File: src/rtl/pwm_ctrl_pkg.sv
// Package: shared sizes, bus offsets and field positions of the PWM
// control word. Assumes one bit per channel in each of four fields.
package pwm_ctrl_pkg;

    localparam int CH_N     = 4;            // channels in the unit
    localparam int FIELDS   = 4;            // run, slow, enable, pending
    localparam int WORD_W   = CH_N * FIELDS;
    localparam int ADDR_W   = 8;
    localparam int PRESCALE = 64;           // slow-rate divider

    // Field base bit positions inside the word (decoded by the timers).
    localparam int RUN_LSB  = 0;
    localparam int SLOW_LSB = CH_N;
    localparam int IEN_LSB  = 2 * CH_N;
    localparam int PEND_LSB = 3 * CH_N;

    // Bus offsets of the word and its write-only aliases.
    localparam logic [ADDR_W-1:0] OFS_WORD = 8'h00;
    localparam logic [ADDR_W-1:0] OFS_SET  = 8'h02;
    localparam logic [ADDR_W-1:0] OFS_CLR  = 8'h04;

    // Kind of software update applied to the word in one cycle.
    typedef enum logic [1:0] {
        UPD_NONE  = 2'd0,
        UPD_WRITE = 2'd1,
        UPD_SET   = 2'd2,
        UPD_CLR   = 2'd3
    } upd_kind_e;

endpackage

File: src/rtl/pwm_bus_decode.sv
// Module: decodes one bus access into the kind of word update and a
// read-select for the word. Assumes single-cycle accesses qualified by
// sel; unmapped offsets decode to no update and no read.
module pwm_bus_decode
    import pwm_ctrl_pkg::*;
#(
    parameter int AW = ADDR_W
) (
    input  logic          sel_i,
    input  logic          wr_i,
    input  logic [AW-1:0] addr_i,
    output upd_kind_e     upd_o,
    output logic          rd_word_o
);

    logic hit_word;
    logic hit_set;
    logic hit_clr;

    // Address match against the three mapped offsets.
    always_comb begin
        hit_word = (addr_i == AW'(OFS_WORD));
        hit_set  = (addr_i == AW'(OFS_SET));
        hit_clr  = (addr_i == AW'(OFS_CLR));
    end

    // Select the update kind for writes; aliases never select a read.
    always_comb begin
        upd_o = UPD_NONE;
        if (sel_i && wr_i) begin
            if (hit_word)     upd_o = UPD_WRITE;
            else if (hit_set) upd_o = UPD_SET;
            else if (hit_clr) upd_o = UPD_CLR;
        end
        rd_word_o = sel_i && !wr_i && hit_word;
    end

endmodule

File: src/rtl/pwm_word_reg.sv
// Module: the control word itself. Applies one software update per
// cycle, then ORs in the hardware event pulses on the pending field so
// that an event arriving with a clear always leaves its flag set.
module pwm_word_reg
    import pwm_ctrl_pkg::*;
#(
    parameter int NUM_CH = CH_N,
    localparam int W     = NUM_CH * FIELDS,
    localparam int P_LSB = 3 * NUM_CH
) (
    input  logic              clk,
    input  logic              rst_n,
    input  upd_kind_e         upd_i,
    input  logic [W-1:0]      wdata_i,
    input  logic [NUM_CH-1:0] event_i,
    output logic [W-1:0]      word_o
);

    logic [W-1:0] word_q;
    logic [W-1:0] sw_next;
    logic [W-1:0] hw_set;
    logic [W-1:0] word_d;

    // Software view of the next word value.
    always_comb begin
        unique case (upd_i)
            UPD_WRITE: sw_next = wdata_i;
            UPD_SET:   sw_next = word_q | wdata_i;
            UPD_CLR:   sw_next = word_q & ~wdata_i;
            default:   sw_next = word_q;
        endcase
    end

    // Event pulses placed on the pending field, applied after software.
    always_comb begin
        hw_set = '0;
        hw_set[P_LSB +: NUM_CH] = event_i;
        word_d = sw_next | hw_set;
    end

    // Word storage with synchronous active-low reset.
    always_ff @(posedge clk) begin
        if (!rst_n) word_q <= '0;
        else        word_q <= word_d;
    end

    assign word_o = word_q;

endmodule

File: src/rtl/pwm_tick_gen.sv
// Module: free-running prescaler and per-channel count enables. Assumes
// the slow rate is a one-cycle pulse every PRESCALE clocks, not a clock.
module pwm_tick_gen #(
    parameter int NUM_CH   = 4,
    parameter int PRESCALE = 64,
    localparam int PS_W    = (PRESCALE > 1) ? $clog2(PRESCALE) : 1
) (
    input  logic              clk,
    input  logic              rst_n,
    input  logic [NUM_CH-1:0] run_i,
    input  logic [NUM_CH-1:0] slow_i,
    output logic [NUM_CH-1:0] tick_en_o
);

    logic [PS_W-1:0] ps_cnt_q;
    logic            ps_pulse;

    assign ps_pulse = (ps_cnt_q == PS_W'(PRESCALE - 1));

    // Prescale counter wrapping at PRESCALE-1.
    always_ff @(posedge clk) begin
        if (!rst_n)        ps_cnt_q <= '0;
        else if (ps_pulse) ps_cnt_q <= '0;
        else               ps_cnt_q <= ps_cnt_q + 1'b1;
    end

    // Per-channel gate: stopped channels never tick.
    for (genvar ch = 0; ch < NUM_CH; ch++) begin : g_gate
        assign tick_en_o[ch] = run_i[ch] & (slow_i[ch] ? ps_pulse : 1'b1);
    end

endmodule

File: src/rtl/pwm_irq_gen.sv
// Module: combined interrupt request. A channel requests when its
// enable and pending bits are both set; the OR is registered once.
module pwm_irq_gen #(
    parameter int NUM_CH = 4
) (
    input  logic              clk,
    input  logic              rst_n,
    input  logic [NUM_CH-1:0] ien_i,
    input  logic [NUM_CH-1:0] pend_i,
    output logic              irq_o
);

    logic irq_q;

    // Register the OR of enabled pending flags.
    always_ff @(posedge clk) begin
        if (!rst_n) irq_q <= 1'b0;
        else        irq_q <= |(ien_i & pend_i);
    end

    assign irq_o = irq_q;

endmodule

File: src/rtl/pwm_ctrl_bank.sv
// Module: top of the PWM control word block. Decodes the bus, holds the
// word, drives run/rate/count-enable outputs and the interrupt line.
// Assumes a single clock and synchronous active-low reset.
module pwm_ctrl_bank
    import pwm_ctrl_pkg::*;
#(
    parameter int NUM_CH   = CH_N,
    parameter int AW       = ADDR_W,
    parameter int PS_DIV   = PRESCALE,
    localparam int W       = NUM_CH * FIELDS
) (
    input  logic              clk,
    input  logic              rst_n,
    input  logic              bus_sel,
    input  logic              bus_wr,
    input  logic [AW-1:0]     bus_addr,
    input  logic [W-1:0]      bus_wdata,
    output logic [W-1:0]      bus_rdata,
    input  logic [NUM_CH-1:0] chan_event,
    output logic [NUM_CH-1:0] run_o,
    output logic [NUM_CH-1:0] slow_sel_o,
    output logic [NUM_CH-1:0] tick_en_o,
    output logic              irq_o
);

    upd_kind_e    upd;
    logic         rd_word;
    logic [W-1:0] ctrl_q;

    pwm_bus_decode #(.AW(AW)) u_dec (
        .sel_i     (bus_sel),
        .wr_i      (bus_wr),
        .addr_i    (bus_addr),
        .upd_o     (upd),
        .rd_word_o (rd_word)
    );

    pwm_word_reg #(.NUM_CH(NUM_CH)) u_word (
        .clk     (clk),
        .rst_n   (rst_n),
        .upd_i   (upd),
        .wdata_i (bus_wdata),
        .event_i (chan_event),
        .word_o  (ctrl_q)
    );

    // Split the word into its per-channel fields.
    assign run_o      = ctrl_q[0          +: NUM_CH];
    assign slow_sel_o = ctrl_q[NUM_CH     +: NUM_CH];

    pwm_tick_gen #(.NUM_CH(NUM_CH), .PRESCALE(PS_DIV)) u_tick (
        .clk       (clk),
        .rst_n     (rst_n),
        .run_i     (run_o),
        .slow_i    (slow_sel_o),
        .tick_en_o (tick_en_o)
    );

    pwm_irq_gen #(.NUM_CH(NUM_CH)) u_irq (
        .clk    (clk),
        .rst_n  (rst_n),
        .ien_i  (ctrl_q[2*NUM_CH +: NUM_CH]),
        .pend_i (ctrl_q[3*NUM_CH +: NUM_CH]),
        .irq_o  (irq_o)
    );

    // Read mux: only the word offset returns data.
    assign bus_rdata = rd_word ? ctrl_q : '0;

endmodule

File: config.mk
export PLATFORM = sky130hd
export DESIGN_NAME = pwm_ctrl_bank
export DESIGN_NICKNAME = d
export VERILOG_FILES = /design/src/rtl/pwm_ctrl_pkg.sv /design/src/rtl/pwm_bus_decode.sv /design/src/rtl/pwm_word_reg.sv /design/src/rtl/pwm_tick_gen.sv /design/src/rtl/pwm_irq_gen.sv /design/src/rtl/pwm_ctrl_bank.sv
export SDC_FILE = /design/constraint.sdc
export NUM_CORES = 1
export LEC_CHECK = 0
export BUFFER_PORTS_ARGS = -buffer_cell sky130_fd_sc_hd__clkbuf_2
export CORE_MARGIN = 1.5
export CORE_UTILIZATION = 45
export DETAILED_ROUTE_END_ITERATION = 12
export GPL_ROUTABILITY_DRIVEN = 0
export PLACE_DENSITY = 0.88
export SYNTH_ARGS = -nofsm -noshare
export SYNTH_HDL_FRONTEND = slang
export SYNTH_SLANG_ARGS = --single-unit
File: constraint.sdc
create_clock -name clk -period 3.4 [get_ports clk]
set_clock_uncertainty 0.05 [all_clocks]
set_input_delay 0.68 -clock clk [delete_from_list [all_inputs] [get_ports clk]]
set_output_delay 0.68 -clock clk [all_outputs]
set_load 0.01 [all_outputs]
---- Word level (Yosys, flattened, before mapping) ----
Index checks and enable logic that the tools add are counted.
operators by class
  add/sub/neg operators ................... 1
  equal/unequal tests ..................... 6
  bitwise operators ....................... 10
  reductions and logical operators ........ 7
  multiplexer cells ....................... 10
operator list
  kind                                                             number
  16-bit one-hot mux with 3 select lines                           1
  16-bit bitwise OR                                                2
  16-bit AND                                                       1
  16-bit two-way mux                                               1
  16-bit inverter                                                  1
  8-bit by 2-bit == test with 1-bit output, second input constant  1
  8-bit by 3-bit == test with 1-bit output, second input constant  1
  8-bit logical NOT                                                1
  2-bit two-way mux                                                4
  6-bit by 1-bit adder with 6-bit output, second input constant    1
  6-bit == test, second input constant                             1
  1-bit AND                                                        4
  4-bit AND                                                        1
  2-bit == test, second input constant                             2
  1-bit two-way mux                                                4
  4-bit OR reduction                                               1
  1-bit logical AND                                                3
  2-bit by 1-bit == test with 1-bit output, second input constant  1
  2-bit OR reduction                                               1
  1-bit logical NOT                                                1
  1-bit inverter                                                   1
storage, ports and cells
  output and inout port bits .............. 29
  bits in registers ....................... 23
  word-level logic and storage cells ...... 37

---- Logic depth before layout (Yosys ltp) ----
  depth in word-level cells ............... 8
  depth in mapped cells ................... 5
  gate-level depth less buffers ........... 4

---- By module ----
From an unflattened synthesis, not the netlist that was laid out.
unflattened totals
  cells, all modules ...................... 146
  area total of the unflattened synthesis .. 1307.5 um^2
by module, submodules not included
  module          cells an instance  seq. area each (um^2)  area each (um^2)  times used
  pwm_word_reg    88                 320.3                  800.8             1
  pwm_tick_gen    29                 120.1                  267.8             1
  pwm_ctrl_bank   17                 0.0                    126.4             1
  pwm_bus_decode  8                  0.0                    70.1              1
  pwm_irq_gen     4                  20.0                   42.5              1

---- Worst setup path before layout ----
OpenSTA, ideal clock, no wires.
  kind .................................... input to output
  from .................................... input port bus_addr[5]
  to ...................................... output port bus_rdata[10]
  stages .................................. 5
  setup slack ............................. 0.714 ns
  path buffers ............................ 2
  arrival time ............................ 1.956 ns
  path through ............................ or4_4 -> buf_6 -> nor4b_4 -> buf_6 -> and2_1
between the ends
  cells in the longest elaborated chain, start to end .. 3
RTL lines
  what                line                  text
  from (decl)         pwm_ctrl_bank.sv:16   input logic [AW-1:0] bus_addr,
  8-bit logical NOT   pwm_bus_decode.sv:22  hit_word = (addr_i == AW'(OFS_WORD));
  1-bit logical AND   pwm_bus_decode.sv:35  rd_word_o = sel_i && !wr_i && hit_word;
  16-bit two-way mux  pwm_ctrl_bank.sv:68   assign bus_rdata = rd_word ? ctrl_q : '0;
  to (decl)           pwm_ctrl_bank.sv:18   output logic [W-1:0] bus_rdata,
No other way between the ends.

---- Final worst setup path ----
  from .................................... input port bus_addr[5]
  to ...................................... output port bus_rdata[6]
The elaborated chain is that of the path after synthesis.

==> qor.csv <==
stage,metric,value,unit
min_path,Min-Delay Endpoint,u_tick.ps_cnt_q[0]$_SDFF_PP0_,
timing,crit path time final,2820,ps
pwr,Sw Ratio,25.2,%
timing,post-route setup TNS,0,ps
outcome,failing checks,design-rule violations,
logic_synthesis,Netlist Area Pre-Place,0.00134,sq mm
grt,total gr overflow,0,
worst_setup_path,crit path DAT,2090,ps
flow_run,max_cap viols,0,
logic_synthesis,Syn Area/Cell,9.67,sq um
pwr,Leakage,0.000770,uW
logic_synthesis,sequential area share after synthesis,34.3,%
worst_setup_path,"setup slack, reg-to-reg",2070,ps
grt,first-pass GRT wire length,5.57,mm
clock_network,clk root buf,clkbuf_4,
timing,final hold vios,0,
pwr,Comb pwr share,12.7,%
grt,largest net degree at the start of global routing,20,
placement,port bufs,60,
worst_setup_path,Setup crit start kind,input pin,
cells_and_area,"most common cell after layout, fill and taps aside",clkbuf_2,
timing,RSZ-0062 raised after global routing,no,
worst_setup_path,capture point of the worst reg-to-reg path,u_tick.ps_cnt_q[1]$_SDFF_PP0_,
grt,initial antenna violation count,0,
cells_and_area,n_diodes,0,
cells_and_area,post-layout util,57.6,%
logic_synthesis,Synthesized Nets,172,
pwr,Clock power frac,26.7,%
worst_setup_path,R2R depth,4,
pwr,Max VDD drop,0.000191,V
timing,crit share post-route,82.8,%
logic_synthesis,"EDFF count, synth",0,
route,DRC Markers,4,
die,Site Rows,19,
logic_synthesis,Mapped Cells,139,
pwr,switching power,117,uW
cells_and_area,share of cells above drive strength 1,43.9,%
min_path,WHS Path Cells,1,
worst_setup_path,CP required,2670,ps
logic_synthesis,"Distinct cells, synth",34,
die,die width,57.6,um
die,die area,0.00332,sq mm
route,via count,1238,
pwr,P_int,347,uW
timing,final slew viol count,0,
placement,hpwl dp,2.47,mm
route,"antenna viol nets, final",0,
clock_network,Sink Count,23,
grt,global-route met3 utilization,2.90,%
logic_synthesis,Post-synth top flop,dfxtp_1,
min_path,Hold Path Origin,u_tick.ps_cnt_q[0]$_SDFF_PP0_,
pwr,PwrDens,287,mW/mm^2
worst_setup_path,Setup crit end kind,primary output,
die,core area,0.00281,sq mm
logic_synthesis,Async SR Flop Fraction,0,%
grt,via count of the first global-routing pass,1214,
grt,met1 Use GR,28.4,%
clock_network,# resized after CTS,0,
route,Vias/cell,5.63,
worst_setup_path,R2R Path Start,u_tick.ps_cnt_q[0]$_SDFF_PP0_,
worst_setup_path,Crit Path Max Fanout,9,
timing,Max-Slew Margin vs Limit,53.8,%
logic_synthesis,"flops & latches, synth",23,
grt,gr busiest metal,met2,
worst_setup_path,crit path kind,input pin to primary output,
route,drt total wl,3.32,mm
route,iteration-0 DRC count of the detailed router,32,
clock_network,CTS hold repair buffers,0,
timing,fmax,0.355,GHz
die,Die H,57.6,um
cells_and_area,"commonest cells after routing, fill and taps aside","clkbuf_2 (60), dfxtp_1 (23), and2_1 (17), o2111ai_1 (12)",
timing,Setup Viol. Count Final,0,
pwr,power share of the sequential group,60.6,%
die,io pins,61,
clock_network,clk_lat worst skew,300,ps
grt,met2 GRT Util,36.5,%
clock_network,number of CTS-inserted buffers,3,
clock_network,# Post-CTS Setup Buffers,0,
route,wire length per cell,15.1,um
cells_and_area,Area growth syn-to-layout,20.3,%
clock_network,H-tree depth,1,
clock_network,clock tree buffer depth,2,
clock_network,CTS tree,built,
die,Starting Density,47.9,%
min_path,Hold/Removal Path Class,flop to flop,
logic_synthesis,Yosys warnings,0,
timing,Worst Tran Pin Value,688,ps
clock_network,"Reg clk slew, reported paths",130,ps
route,1st-pass router iterations,10,
cells_and_area,nets@finish,223,
pwr,Design Power,464,uW
outcome,outcome,"finished, violations left",
grt,gr usage total,21.0,%
## per-stage QoR
step	cell area, sq um	worst slack (ps)	instances	hold slack, ps
floorplan	1340	714	139	380
global placement	1590	612	216	396
detailed placement	1590	567	216	411
CTS	1620	561	220	429
global route	1620	505	220	449
finish	1620	584	220	430
## synth_stat cells, types with 4 or more instances
cell / n / area share (%)
dfxtp_1: 23 / 34
nor4_1: 4 / 1.9
a32o_2: 10 / 8.4
o2111ai_1: 12 / 7.8
inv_1: 10 / 2.8
o31a_1: 4 / 2.6
a21boi_0: 4 / 2.2
nand2b_1: 5 / 2.3
buf_4: 8 / 4.5
clkbuf_1: 5 / 1.4
a41oi_1: 4 / 2.6
and2_1: 17 / 7.9
## how the worst max path moves through the flow
stage	depth (start not counted)	end	startpoint
floorplan	5	bus_rdata[10]	bus_addr[5]
global placement	6	bus_rdata[7]	bus_addr[5]
detailed placement	6	bus_rdata[6]	bus_addr[5]
CTS	6	bus_rdata[6]	bus_addr[5]
global route	6	bus_rdata[13]	bus_addr[5]
finish	6	bus_rdata[6]	bus_addr[5]
## sequential cells by signal, summed over array words and instances, names as in the netlist
signal,count
u_word.word_o,16
u_tick.ps_cnt_q,6
u_irq.irq_o,1
## routing by layer
metal | vias to the layer above | routed length (um)
li1 | 626 | -
met2 | 37 | 1640
met3 | 0 | 189
met4 | 0 | 0
met5 | - | 0
met1 | 575 | 1490
## layout make-up
class / instances / area, sq um
clock buffer: 4 / 26.3
fill: 261 / 1190
inverter: 10 / 37.5
multi-input combinational: 88 / 723
sequential: 23 / 460
tap: 31 / 38.8
timing repair buffer: 64 / 330
## critical path, stage by stage
cell and delay (ps):
clkbuf_2 90, or4_4 600, nor4b_4 260, buf_4 190, and2_1 130, clkbuf_2 130
## kinds of logic (layout without fill, tap and decap cells)
group           after synthesis  after routing  share of synthesized area (%)
simple gates                 42             42                           22.7
xor+xnor                      3              3                           1.96
flops                        23             23                           34.3
compound gates               42             42                           28.2
fa+ha+maj                     1              1                          0.931
buf+inv                      28             78                           11.9
## power groups by stage
stage | registers (uW) | logic (uW) | clock network (uW)
floorplan | 286 | 30.0 | 0
global placement | 287 | 57.3 | 0
detailed placement | 287 | 58.2 | 0
CTS | 281 | 58.5 | 123
global route | 282 | 65.0 | 137
finish | 281 | 59.0 | 124
No activity file was read; power rests on OpenSTA's default activity.
